$ cat src/rtl/fsr_pkg.sv
package fsr_pkg;
    localparam int unsigned STAT_W = 8;

    // bit roles inside the status word
    localparam logic [STAT_W-1:0] ERR_MASK   = 8'h3A; // bits 5,4,3,1 sticky
    localparam logic [STAT_W-1:0] ENG_CLR_OK = 8'hC4; // bits 7,6,2 engine-clearable
    localparam logic [STAT_W-1:0] ENG_SET_OK = 8'hFE; // bits 7..1 engine-settable
    localparam logic [STAT_W-1:0] RESET_VAL  = 8'h80; // ready, no errors

    typedef enum logic {
        RD_IDLE = 1'b0,
        RD_HELD = 1'b1
    } rd_state_e;
endpackage

$ cat src/rtl/fsr_bits.sv
module fsr_bits
    import fsr_pkg::*;
(
    input  logic              clk,
    input  logic              rst_n,
    input  logic [STAT_W-1:0] eng_set,
    input  logic [STAT_W-1:0] eng_clr,
    input  logic              clr_cmd,
    output logic [STAT_W-1:0] stat_q
);
    logic [STAT_W-1:0] drop_mask;
    logic [STAT_W-1:0] stat_d;

    always_comb begin
        drop_mask = (eng_clr & ENG_CLR_OK) | (clr_cmd ? ERR_MASK : '0);
        stat_d    = (stat_q & ~drop_mask) | (eng_set & ENG_SET_OK);
    end

    always_ff @(posedge clk or negedge rst_n) begin
        if (!rst_n) stat_q <= RESET_VAL;
        else        stat_q <= stat_d;
    end


    sticky_err_chk: assert property (@(posedge clk) disable iff (!rst_n)
        !clr_cmd |=> ((stat_q & $past(stat_q) & ERR_MASK) == ($past(stat_q) & ERR_MASK)));


    clear_err_chk: assert property (@(posedge clk) disable iff (!rst_n)
        (clr_cmd && ((eng_set & ERR_MASK) == '0)) |=> ((stat_q & ERR_MASK) == '0));
endmodule

$ cat src/rtl/fsr_read_fsm.sv
module fsr_read_fsm
    import fsr_pkg::*;
#(
    parameter int unsigned DATA_W = 16
) (
    input  logic              clk,
    input  logic              rst_n,
    input  logic              ce_n,
    input  logic              oe_n,
    input  logic [STAT_W-1:0] stat_q,
    output logic [DATA_W-1:0] rd_data
);
    localparam int unsigned PAD_W = DATA_W - STAT_W;

    rd_state_e         st_q, st_d;
    logic [STAT_W-1:0] snap_q;
    logic              sel;

    assign sel = !ce_n && !oe_n;

    always_comb begin
        st_d = st_q;
        unique case (st_q)
            RD_IDLE: if (sel)  st_d = RD_HELD;   // IDLE->HELD
            RD_HELD: if (!sel) st_d = RD_IDLE;   // HELD->IDLE
            default: st_d = RD_IDLE;
        endcase
    end

    always_ff @(posedge clk or negedge rst_n) begin
        if (!rst_n) begin
            st_q   <= RD_IDLE;
            snap_q <= RESET_VAL;
        end else begin
            st_q <= st_d;
            if (st_q == RD_IDLE && st_d == RD_HELD) snap_q <= stat_q;
        end
    end

    always_comb begin
        unique case (st_q)
            RD_HELD: rd_data = {{PAD_W{1'b0}}, snap_q};
            default: rd_data = '0;
        endcase
    end


    snap_hold_chk: assert property (@(posedge clk) disable iff (!rst_n)
        (st_q == RD_HELD && sel) |=> $stable(rd_data));


    idle_zero_chk: assert property (@(posedge clk) disable iff (!rst_n)
        !sel |=> (rd_data == '0));
endmodule

$ cat src/rtl/flash_status_reg.sv
module flash_status_reg
    import fsr_pkg::*;
#(
    parameter int unsigned DATA_W = 16
) (
    input  logic              clk,
    input  logic              rst_n,
    input  logic [STAT_W-1:0] eng_set,
    input  logic [STAT_W-1:0] eng_clr,
    input  logic              clr_cmd,
    input  logic              ce_n,
    input  logic              oe_n,
    output logic [DATA_W-1:0] rd_data
);
    logic [STAT_W-1:0] stat_q;

    fsr_bits u_bits (
        .clk     (clk),
        .rst_n   (rst_n),
        .eng_set (eng_set),
        .eng_clr (eng_clr),
        .clr_cmd (clr_cmd),
        .stat_q  (stat_q)
    );

    fsr_read_fsm #(.DATA_W(DATA_W)) u_rd (
        .clk     (clk),
        .rst_n   (rst_n),
        .ce_n    (ce_n),
        .oe_n    (oe_n),
        .stat_q  (stat_q),
        .rd_data (rd_data)
    );


    busy_set_chk: assert property (@(posedge clk) disable iff (!rst_n)
        eng_set[7] |=> stat_q[7]);


    upper_zero_chk: assert property (@(posedge clk) disable iff (!rst_n)
        $rose(!ce_n && !oe_n) |=> (rd_data[DATA_W-1:STAT_W] == '0));
endmodule

$ cat config.mk
export PLATFORM = sky130hd
export DESIGN_NAME = flash_status_reg
export DESIGN_NICKNAME = d
export VERILOG_FILES = /design/src/rtl/fsr_pkg.sv /design/src/rtl/fsr_bits.sv /design/src/rtl/fsr_read_fsm.sv /design/src/rtl/flash_status_reg.sv
export SDC_FILE = /design/constraint.sdc
export NUM_CORES = 1
export LEC_CHECK = 0
export BUFFER_PORTS_ARGS = -buffer_cell sky130_fd_sc_hd__buf_2
export CORE_MARGIN = 3
export CORE_UTILIZATION = 40
export CTS_CLUSTER_SIZE = 16
export DETAILED_ROUTE_END_ITERATION = 16
export PLACE_DENSITY = 0.72
export SLEW_MARGIN = 20
export SYNTH_ARGS = -nofsm -noshare
export SYNTH_HDL_FRONTEND = slang
export SYNTH_SLANG_ARGS = --single-unit
$ cat constraint.sdc
create_clock -name clk -period 3.8 [get_ports clk]
set_input_delay 1.14 -clock clk [delete_from_list [all_inputs] [get_ports clk]]
set_output_delay 1.14 -clock clk [all_outputs]
set_load 0.05 [all_outputs]
# Word level (Yosys, flattened, before mapping)
# Cells that the tools add are included.
# totals
ff_bits	17
inputBits	21
# classes
muxes	3
bitwise_logic	5
reduce_logical	4
# ops
cell	count
$or 8x8->8	2
$and 8x8->8	1
$mux 8	1
$not 8->8	1
$mux 6	1
$logic_and 1x1->1	2
$logic_not 1->1	2
$mux 1	1
$not 1->1	1

# Longest topological paths before layout
# Gate-level depths: netlist of run 1.
# depth
ltp_word	5
ltp_mapped	2
ltp_nobuf	2

# By module
# Synthesis of run 1 repeated with hierarchy kept, for this count alone.
# unflattened
hier_cells	56
area_unflattened_um2	715.7
# modules_own_cells
mod	n_inst	cells_per_inst	area_per_inst_um2	seq_area_each_um2
fsr_read_fsm	1	36	460.4	226.5
fsr_bits	1	20	255.2	176.4

# Worst setup path before layout of run 1
# Ideal clock, no wire load.
# synth_path
path_kind	reg2out
start	reg u_rd.snap_q[7]
end	out rd_data[7]
arrival_ps	791
required_time_ps	2660
setup_slack_ps	1869
path_stages_with_launch	2
n_path_buf	0
path_cell_list	dfstp_2 > and2_2
# synth_between
elab_chain_cells	1
# synth_lines
item	line	text
start, declared	fsr_read_fsm.sv:16	logic [STAT_W-1:0] snap_q;
start signal, assigned	fsr_read_fsm.sv:36	if (st_q == RD_IDLE && st_d == RD_HELD) snap_q <= stat_q;
$mux 8	fsr_read_fsm.sv:41	unique case (st_q)
end, declared	flash_status_reg.sv:13	output logic [DATA_W-1:0] rd_data
# No other way between the ends.

# Final worst setup path of run 1
# layout_path
start	reg u_rd.st_q
end	out rd_data[7]
# layout_between
elab_chain_cells	1
# layout_lines
item	line	text
start, declared	fsr_read_fsm.sv:15	rd_state_e st_q, st_d;
start signal, assigned	fsr_read_fsm.sv:35	st_q <= st_d;
$mux 8	fsr_read_fsm.sv:41	
# No other way between the ends.

==> metrics.md, run 1 <==
| Metric | Value |
|---|---|
| Outcome | finished clean |
| Layout cells sized above 1 | 55.3% |
| First-pass GRT wire length | about 1.6 mm |
| Synth Instances | 52 |
| Worst hold-check path type | flop to flop |
| Worst Setup SP | u_rd.st_q$_DFF_PN0_ |
| Die Y | 46.9 um |
| Io pins | 37 |
| Die width | 46.9 um |
| Number of global-route vias before repair | 388 |
| Core Region | 0.00154 mm2 |
| Post-Syn Area | roughly 670 um2 |
| NetSw | 0.000114 W |
| CTS tree | built |
| Fin area | 783 um2 |
| Crit share post-route | 62.3% |
| Worst setup SP type | flop |
| Crit path arrival time | around 1.2 ns |
| Die ar. | 0.00220 mm2 |
| Antenna violations before repair | 0 |
| Total CTS buffers | 3 |
| H-tree levels | 1 |
| Setup-failing EPs final | 0 |
| Switch share | 31.4% |
| Clk network pwr share | a little under a quarter |
| Endpoints failing hold | 0 |
| Leakage | 0.414 nW |
| Cts hold-fix bufs | 0 |
| Worst Hold Launch | u_bits.stat_q[5]$_DFF_PN0_ |
| Initial Util | 43.3% |
| Crit end category | output port |
| Total GRT Usage | 11.0% |
| Maximum root-to-sink buffer count | 2 |
| Final net count | 98 |
| Seq/Total Area, Yosys | 56.6% |
| Synthesis-stage register bit count | 15 |
| Area Growth Syn to Fin | 17.2% |
| Fin Setup TNS | 0 ns |
| Synthesis Warnings | 0 |
| GR Overflow Total | 0 |
| Final Max Slew Viols | 0 |
| Post-CTS Setup Inserts | 0 |
| Worst-path clk slew | 0.09 ns |
| Syn avg cell area | 12.8 um2 |
| CTS sink cnt | 15 |
| Reg2Reg Depth | 2 |
| Fill cells | 144 |
| Maxcap violations | 0 |
| Drt drc | 0 |
| Fin crit period | 2.37 ns |
| Drt wl/cell | 10.9 um |
| Dpl cell area | about 760 um2 |
| GPL Wtd Cong | between 0.6 and 0.7 |
| Required @ worst endpoint | approximately 2.7 ns |
| Yosys cell types | 10 |
| Logic pwr share | a little under a quarter |
| Port Buffers | 21 |
| Crit path kind | flop to output port |
| Cell Pwr Density | 462 mW/mm2 |
| Vias after detailed routing | 410 |
| Utilization after layout | 50.8% |
| FF-to-FF End | u_rd.snap_q[1]$_DFFE_PN0P_ |
| Ant. Diodes | 0 |
| 1st-iter DRT viols | 1 |
| Min-Delay Endpoint | u_bits.stat_q[5]$_DFF_PN0_ |
| Row count | 14 |
| Crit-path max FO | 8 |
| CTS Root Cell | clkbuf_4 |
| Placed Instances | 88 |
| Max Clk Rate | 423 MHz |
| Post-cts resize count | 0 |
| Internal power | 0.000248 W |
| Worst hold path depth | 1 |
| R2R Path Start | u_rd.st_q$_DFF_PN0_ |
| Final clock skew | 0.00159 ns |
| Drt via density | between 4 and 5 |
| VDD IR max | between 0.2 and 0.25 mV |
| Antenna-violating nets left | 0 |
| Sequential power share | 52.6% |
| First-pass DRT Iterations | 2 |
| RSZ-0062 raised after global routing | no |
| Post-Layout Cell Count | 92 |
| Placed wire-length estimate | 806 um |
| Worst reg2reg setup slack | approximately 2.4 ns |
| Final WL | 1.00 mm |
| Clk_lat worst skew | 0.27 ns |
| Largest net degree at the start of global routing | 16 |
[worst max path at each step]
stage / endpoint / slack [ns] / cells after the start
CTS: rd_data[6] / 1.41 / 2
finish: rd_data[7] / 1.43 / 2
floorplan: rd_data[7] / 1.87 / 1
detailed placement: u_rd.snap_q[5]$_DFFE_PN0P_ / 1.66 / 3
global placement: u_rd.snap_q[2]$_DFFE_PN0P_ / 1.68 / 3
global route: rd_data[7] / 1.34 / 2
[state kept, by name, indices dropped and copies added, names as in the netlist]
signal / flops
u_rd.snap_q: 7
u_bits.stat_q: 7
u_rd.st_q: 1
[power groups by stage]
| stage | logic [W] | registers, W | clock network [W] |
|---|---|---|---|
| after floorplan | 0.0000745 | 0.000191 | 0 |
| after global placement | 0.0000846 | 0.000193 | 0 |
| after detailed placement | 0.0000863 | 0.000194 | 0 |
| after CTS | 0.0000864 | 0.000191 | 0.0000932 |
| after global routing | 0.0000915 | 0.000195 | 0.000101 |
| final | 0.0000851 | 0.000190 | 0.0000866 |
[critical path: stages (launching register included)]
cell and delay [ns]:
dfrtp_1 0.50, and2_2 0.20, buf_2 0.25
[synthesized netlist by cell type (all sizes together)]
master | count | area (um2)
a21o | 7 | 52.6
and2 | 7 | 52.6
buf | 9 | 67.6
conb | 1 | 3.75
dfrtp | 13 | 325
dfstp | 2 | 52.6
inv | 4 | 15.0
mux2 | 7 | 78.8
nor2 | 1 | 3.75
nor3 | 1 | 16.3
[cells in the final DEF (no fill, tap or decap)]
cell type,netlist,routed
a21o_1,7,7
and2_2,7,7
buf_2,0,21
clkbuf_4,0,3
clkinv_2,0,1
conb_1,1,9
dfrtp_1,13,13
dfstp_2,2,2
inv_1,4,4
mux2_2,7,7
nor2_1,1,1
nor3_4,1,1
[area by class of cell]
cell class                 instances  area (um2)  area share, %
sequential                        15         378           48.2
clock inverter                     1        5.00          0.639
clock buffer                       3        22.5           2.88
inverter                           4        15.0           1.92
tap                               16        20.0           2.56
timing repair buffer              21         105           13.4
multi-input combinational         32         238           30.4
[layer usage]
layer | global-route usage (%) | part of all wire (%) | vias to the layer above
met5 | 0 | 0 | -
met4 | 6.63 | 1.0 | 0
met3 | 4.60 | 8.4 | 2
met2 | 17.3 | 50 | 16
met1 | 12.4 | 40 | 195
li1 | - | - | 197
[cells by family after synthesis]
logic type / count (synthesis) / synth area share, %
DFF: 15 / 56.6
buffers and inverters: 13 / 12.4
and+or+nand+nor: 9 / 10.9
AOI/OAI and AO/OA: 7 / 7.87
muxes: 7 / 11.8
other: 1 / 0.561
[through the flow]
stage | hold WS, ns | setup WS (ns) | power [W]
after floorplan | 0.443 | 1.87 | 0.000265
after global placement | 0.455 | 1.68 | 0.000277
after detailed placement | 0.463 | 1.66 | 0.000280
after CTS | 0.484 | 1.41 | 0.000370
after global routing | 0.499 | 1.34 | 0.000387
final | 0.477 | 1.43 | 0.000362
No activity file was read; power rests on OpenSTA's default activity.
==> inputs of run 2 (changes only) <==
--- a/config.mk
+++ b/config.mk
@@ -5,12 +5,13 @@
 export SDC_FILE = /design/constraint.sdc
 export NUM_CORES = 1
 export LEC_CHECK = 0
+export ABC_AREA = 1
 export BUFFER_PORTS_ARGS = -buffer_cell sky130_fd_sc_hd__buf_2
 export CORE_MARGIN = 3
 export CORE_UTILIZATION = 40
 export CTS_CLUSTER_SIZE = 16
 export DETAILED_ROUTE_END_ITERATION = 16
-export PLACE_DENSITY = 0.72
+export PLACE_DENSITY = 0.71
 export SLEW_MARGIN = 20
 export SYNTH_ARGS = -nofsm -noshare
 export SYNTH_HDL_FRONTEND = slang
==> constraint.sdc (replaced) <==
create_clock -name clk -period 2.4 [get_ports clk]
set_input_delay 0.72 -clock clk [delete_from_list [all_inputs] [get_ports clk]]
set_output_delay 0.72 -clock clk [all_outputs]
set_load 0.05 [all_outputs]
==> run 2 against run 1 <==
  * Final area up 5.6%
  * Area after synthesis up 6.9%
  * Clock-buffer cell count up 1
  * Wire length up 8.3%
  * Global-route usage up 0.66 points
  * Sequential share of layout area down 2.6 points
  * Largest cell class unchanged
==> metrics.md, run 2 <==
| Metric | Value |
|---|---|
| Outcome | finished clean |
| R2R Path Start | u_rd.st_q$_DFF_PN0_ |
| Post-Synth XOR/XNOR Area | 0% (unchanged) |
| Initial Util | 44.8% (+1.5 points) |
| Crit-path max FO | 2 (-6) |
| Mux share of post-synthesis cell area | 0% (-12 points) |
| Die ar. | 0.00233 mm2 (+6.0%) |
| Area contributors post-synth | dfrtp_1 (46%), nand2_1 (11%), buf_4 (9.5%), dfstp_2 (7.4%), inv_1 (7.4%) |
| Core Region | 0.00159 mm2 (+3.4%) |
| 1st-iter DRT viols | 5 (+4) |
| Fraction of registers with async set or reset after synthesis | 100% (unchanged) |
| Setup-failing EPs final | 0 (unchanged) |
| Regs by FF count | u_bits.stat_q: 7 flops, u_rd.snap_q: 7 flops, u_rd.st_q: 1 flops |
| Reg2Reg Depth | 4 (+2) |
| Port Buffers | 21 (unchanged) |
| Io pins | 37 (unchanged) |
| Largest net degree at the start of global routing | 16 (unchanged) |
| Met3 WL post-DR | 97 um (+15%) |
| Synth top area share | 45.5% (-3.2 points) |
| Drt via density | 4.08 (-8.4%) |
| Synth Area in Simple Gates | 20.3% (+9.5 points) |
| Pre-CTS WS | 0.817 ns (-0.845 ns) |
| Top Layer Used | met4 |
| Fin Setup TNS | 0 ns (unchanged) |
| Final Worst Setup Slack | 0.518 ns (-0.917 ns) |
| Ant. Diodes | 0 (unchanged) |
| Clk_lat worst skew | 0.27 ns (about the same) |
| Setup crit end | rd_data[7] |
| Area fraction in compound gates after synthesis | 7.36% (-0.51 points) |
| FF-to-FF End | u_rd.snap_q[5]$_DFFE_PN0P_ |
| Antenna-violating nets left | 0 (unchanged) |
| CTS Root Cell | clkbuf_4 |
| Synth Instances | 78 (+50%) |
| First-pass GRT wire length | 1.86 mm (+14%) |
| H-tree levels | 1 (unchanged) |
| M1 WL | 445 um (+11%) |
| Final clock skew | 0.000313 ns (-0.00128 ns) |
| RSZ-0062 raised after global routing | no |
| CTS sink cnt | 15 (unchanged) |
| Fin crit period | about 1.9 ns |
| Total CTS buffers | 3 (unchanged) |
| Yosys top cell by area | dfrtp_1 |
| Seq/Total Area, Yosys | 52.9% (-3.7 points) |
| Max Clk Rate | ~530 MHz |
| Dominant combinational cell family by area after synthesis | simple AND/OR/NAND/NOR gates |
| Antenna violations before repair | 0 (unchanged) |
| Synthesis-stage register bit count | 15 (unchanged) |
| Post-synth top cells | nand2_1 (21), inv_1 (14), dfrtp_1 (13) |
| Met2 wire length | 533 um (+5.8%) |
| Post-Syn Area | 714 um2 (+6.9%) |
| Drt drc | 0 (unchanged) |
| Final net count | 123 (+26%) |
| Commonest register cell after synthesis | dfrtp_1 |
| Number of global-route vias before repair | 461 (+19%) |
| Area Growth Syn to Fin | 15.8% |
| Cell Pwr Density | 683 mW/mm2 (+48%) |
| Placed wire-length estimate | 860 um (+6.8%) |
| Crit end category | output port |
| Most frequent cells in the layout | nand2_1 (21), buf_2 (21), inv_1 (14) |
| Most frequent cell after synthesis | nand2_1 |
| Required @ worst endpoint | 1.68 ns (-0.98 ns) |
| Die width | 48.3 um (+3.0%) |
| Post-CTS Setup Inserts | 0 (unchanged) |
| Final WL | 1.08 mm (+8.3%) |
| Crit path arrival time | 1.16 ns (-0.07 ns) |
| Worst-path clk slew | 0.08 ns (about the same) |
| Post-cts resize count | 0 (unchanged) |
| Layout cells sized above 1 | 28.7% (-27 points) |
| Row count | 14 (unchanged) |
| Yosys cell types | 12 (+2) |
| Total GRT Usage | 11.7% (+0.66 points) |
| Worst hold-check path type | input port to async pin |
| Leakage | 0.531 nW (+28%) |
| Number of flops mapped to enable cells by yosys | 0 (unchanged) |
| Vias after detailed routing | 510 (+24%) |
| Worst setup SP type | flop |
| First-pass DRT Iterations | 4 (+2) |
| Synthesis Warnings | 0 (unchanged) |
| CTS tree | built |
| GR Overflow Total | 0 (unchanged) |
| VDD IR max | 0.340 mV (+44%) |
| Synth Area in Adders | 0% (unchanged) |
| Crit share post-route | roughly four fifths |
| Endpoints failing hold | 0 (unchanged) |
| Syn avg cell area | 9.16 um2 (-29%) |
| Total Power | 0.000565 W (+56%) |
| Drt wl/cell | 8.67 um (-20%) |
| Crit path kind | flop to output port |
| Worst Setup SP | u_rd.snap_q[7]$_DFFE_PN1P_ |
| Final Max Slew Viols | 0 (unchanged) |
| Cts hold-fix bufs | 0 (unchanged) |
| GPL Wtd Cong | 0.637 (+4.1%) |
| Worst reg2reg setup slack | 1.43 ns (-0.99 ns) |
| Die Y | 48.3 um (+3.0%) |
| Maximum root-to-sink buffer count | 2 (unchanged) |
| Maxcap violations | 0 (unchanged) |
-- run 2: cell type report --
| cell class | count | area, um2 |
|---|---|---|
| Fill cell | 157 | 767 |
| Sequential cell | 15 | 378 |
| Multi-Input combinational cell | 46 | 231 |
| Timing Repair Buffer | 21 | 105 |
| Inverter | 15 | 56.3 |
| Tap cell | 24 | 30.0 |
| Clock buffer | 4 | 26.3 |
-- run 2: report_power, final --
group          internal, W  total (W)  switching, W
registers         0.000284   0.000300     0.0000160
clock network    0.0000644   0.000139     0.0000749
logic            0.0000317   0.000125     0.0000938
total             0.000380   0.000565      0.000185
-- run 2: worst min-delay path by stage --
stage / start / end / slack [ns]
6_report: rst_n / u_bits.stat_q[5]$_DFF_PN0_ / 0.33
2_1_floorplan: rst_n / u_bits.stat_q[1]$_DFF_PN0_ / 0.42
5_1_grt: rst_n / u_bits.stat_q[4]$_DFF_PN0_ / 0.34
3_3_place_gp: u_rd.snap_q[7]$_DFFE_PN1P_ / u_rd.snap_q[7]$_DFFE_PN1P_ / 0.45
4_1_cts: rst_n / u_bits.stat_q[4]$_DFF_PN0_ / 0.33
3_5_place_dp: u_rd.snap_q[7]$_DFFE_PN1P_ / u_rd.snap_q[7]$_DFFE_PN1P_ / 0.45
-- run 2: critical path, stage by stage (launching register included) --
cell and delay [ns]:
dfstp_2 0.54, nand2_1 0.05, inv_1 0.05, buf_2 0.25
-- run 2: metrics by stage --
| stage | instances | util, % | area [um2] | hold WS, ns |
|---|---|---|---|---|
| floorplan | 86 | - | 744 | 0.424 |
| global placement | 121 | 50.2 | 801 | 0.451 |
| detailed placement | 121 | 50.2 | 801 | 0.454 |
| CTS | 125 | 51.9 | 827 | 0.326 |
| global route | 125 | 51.9 | 827 | 0.343 |
| finish | 125 | 51.9 | 827 | 0.326 |
-- run 2: kinds of logic after synthesis --
logic type             count (synthesis)
and+or+nand+nor                       30
buffers and inverters                 25
DFF                                   15
AOI/OAI and AO/OA                      7
other                                  1
-- run 2: metal layers --
metal / up-vias / global-route usage, %
met5: - / 0
met4: 0 / 8.06
met3: 2 / 2.21
met2: 23 / 18.0
met1: 223 / 14.7
li1: 262 / -
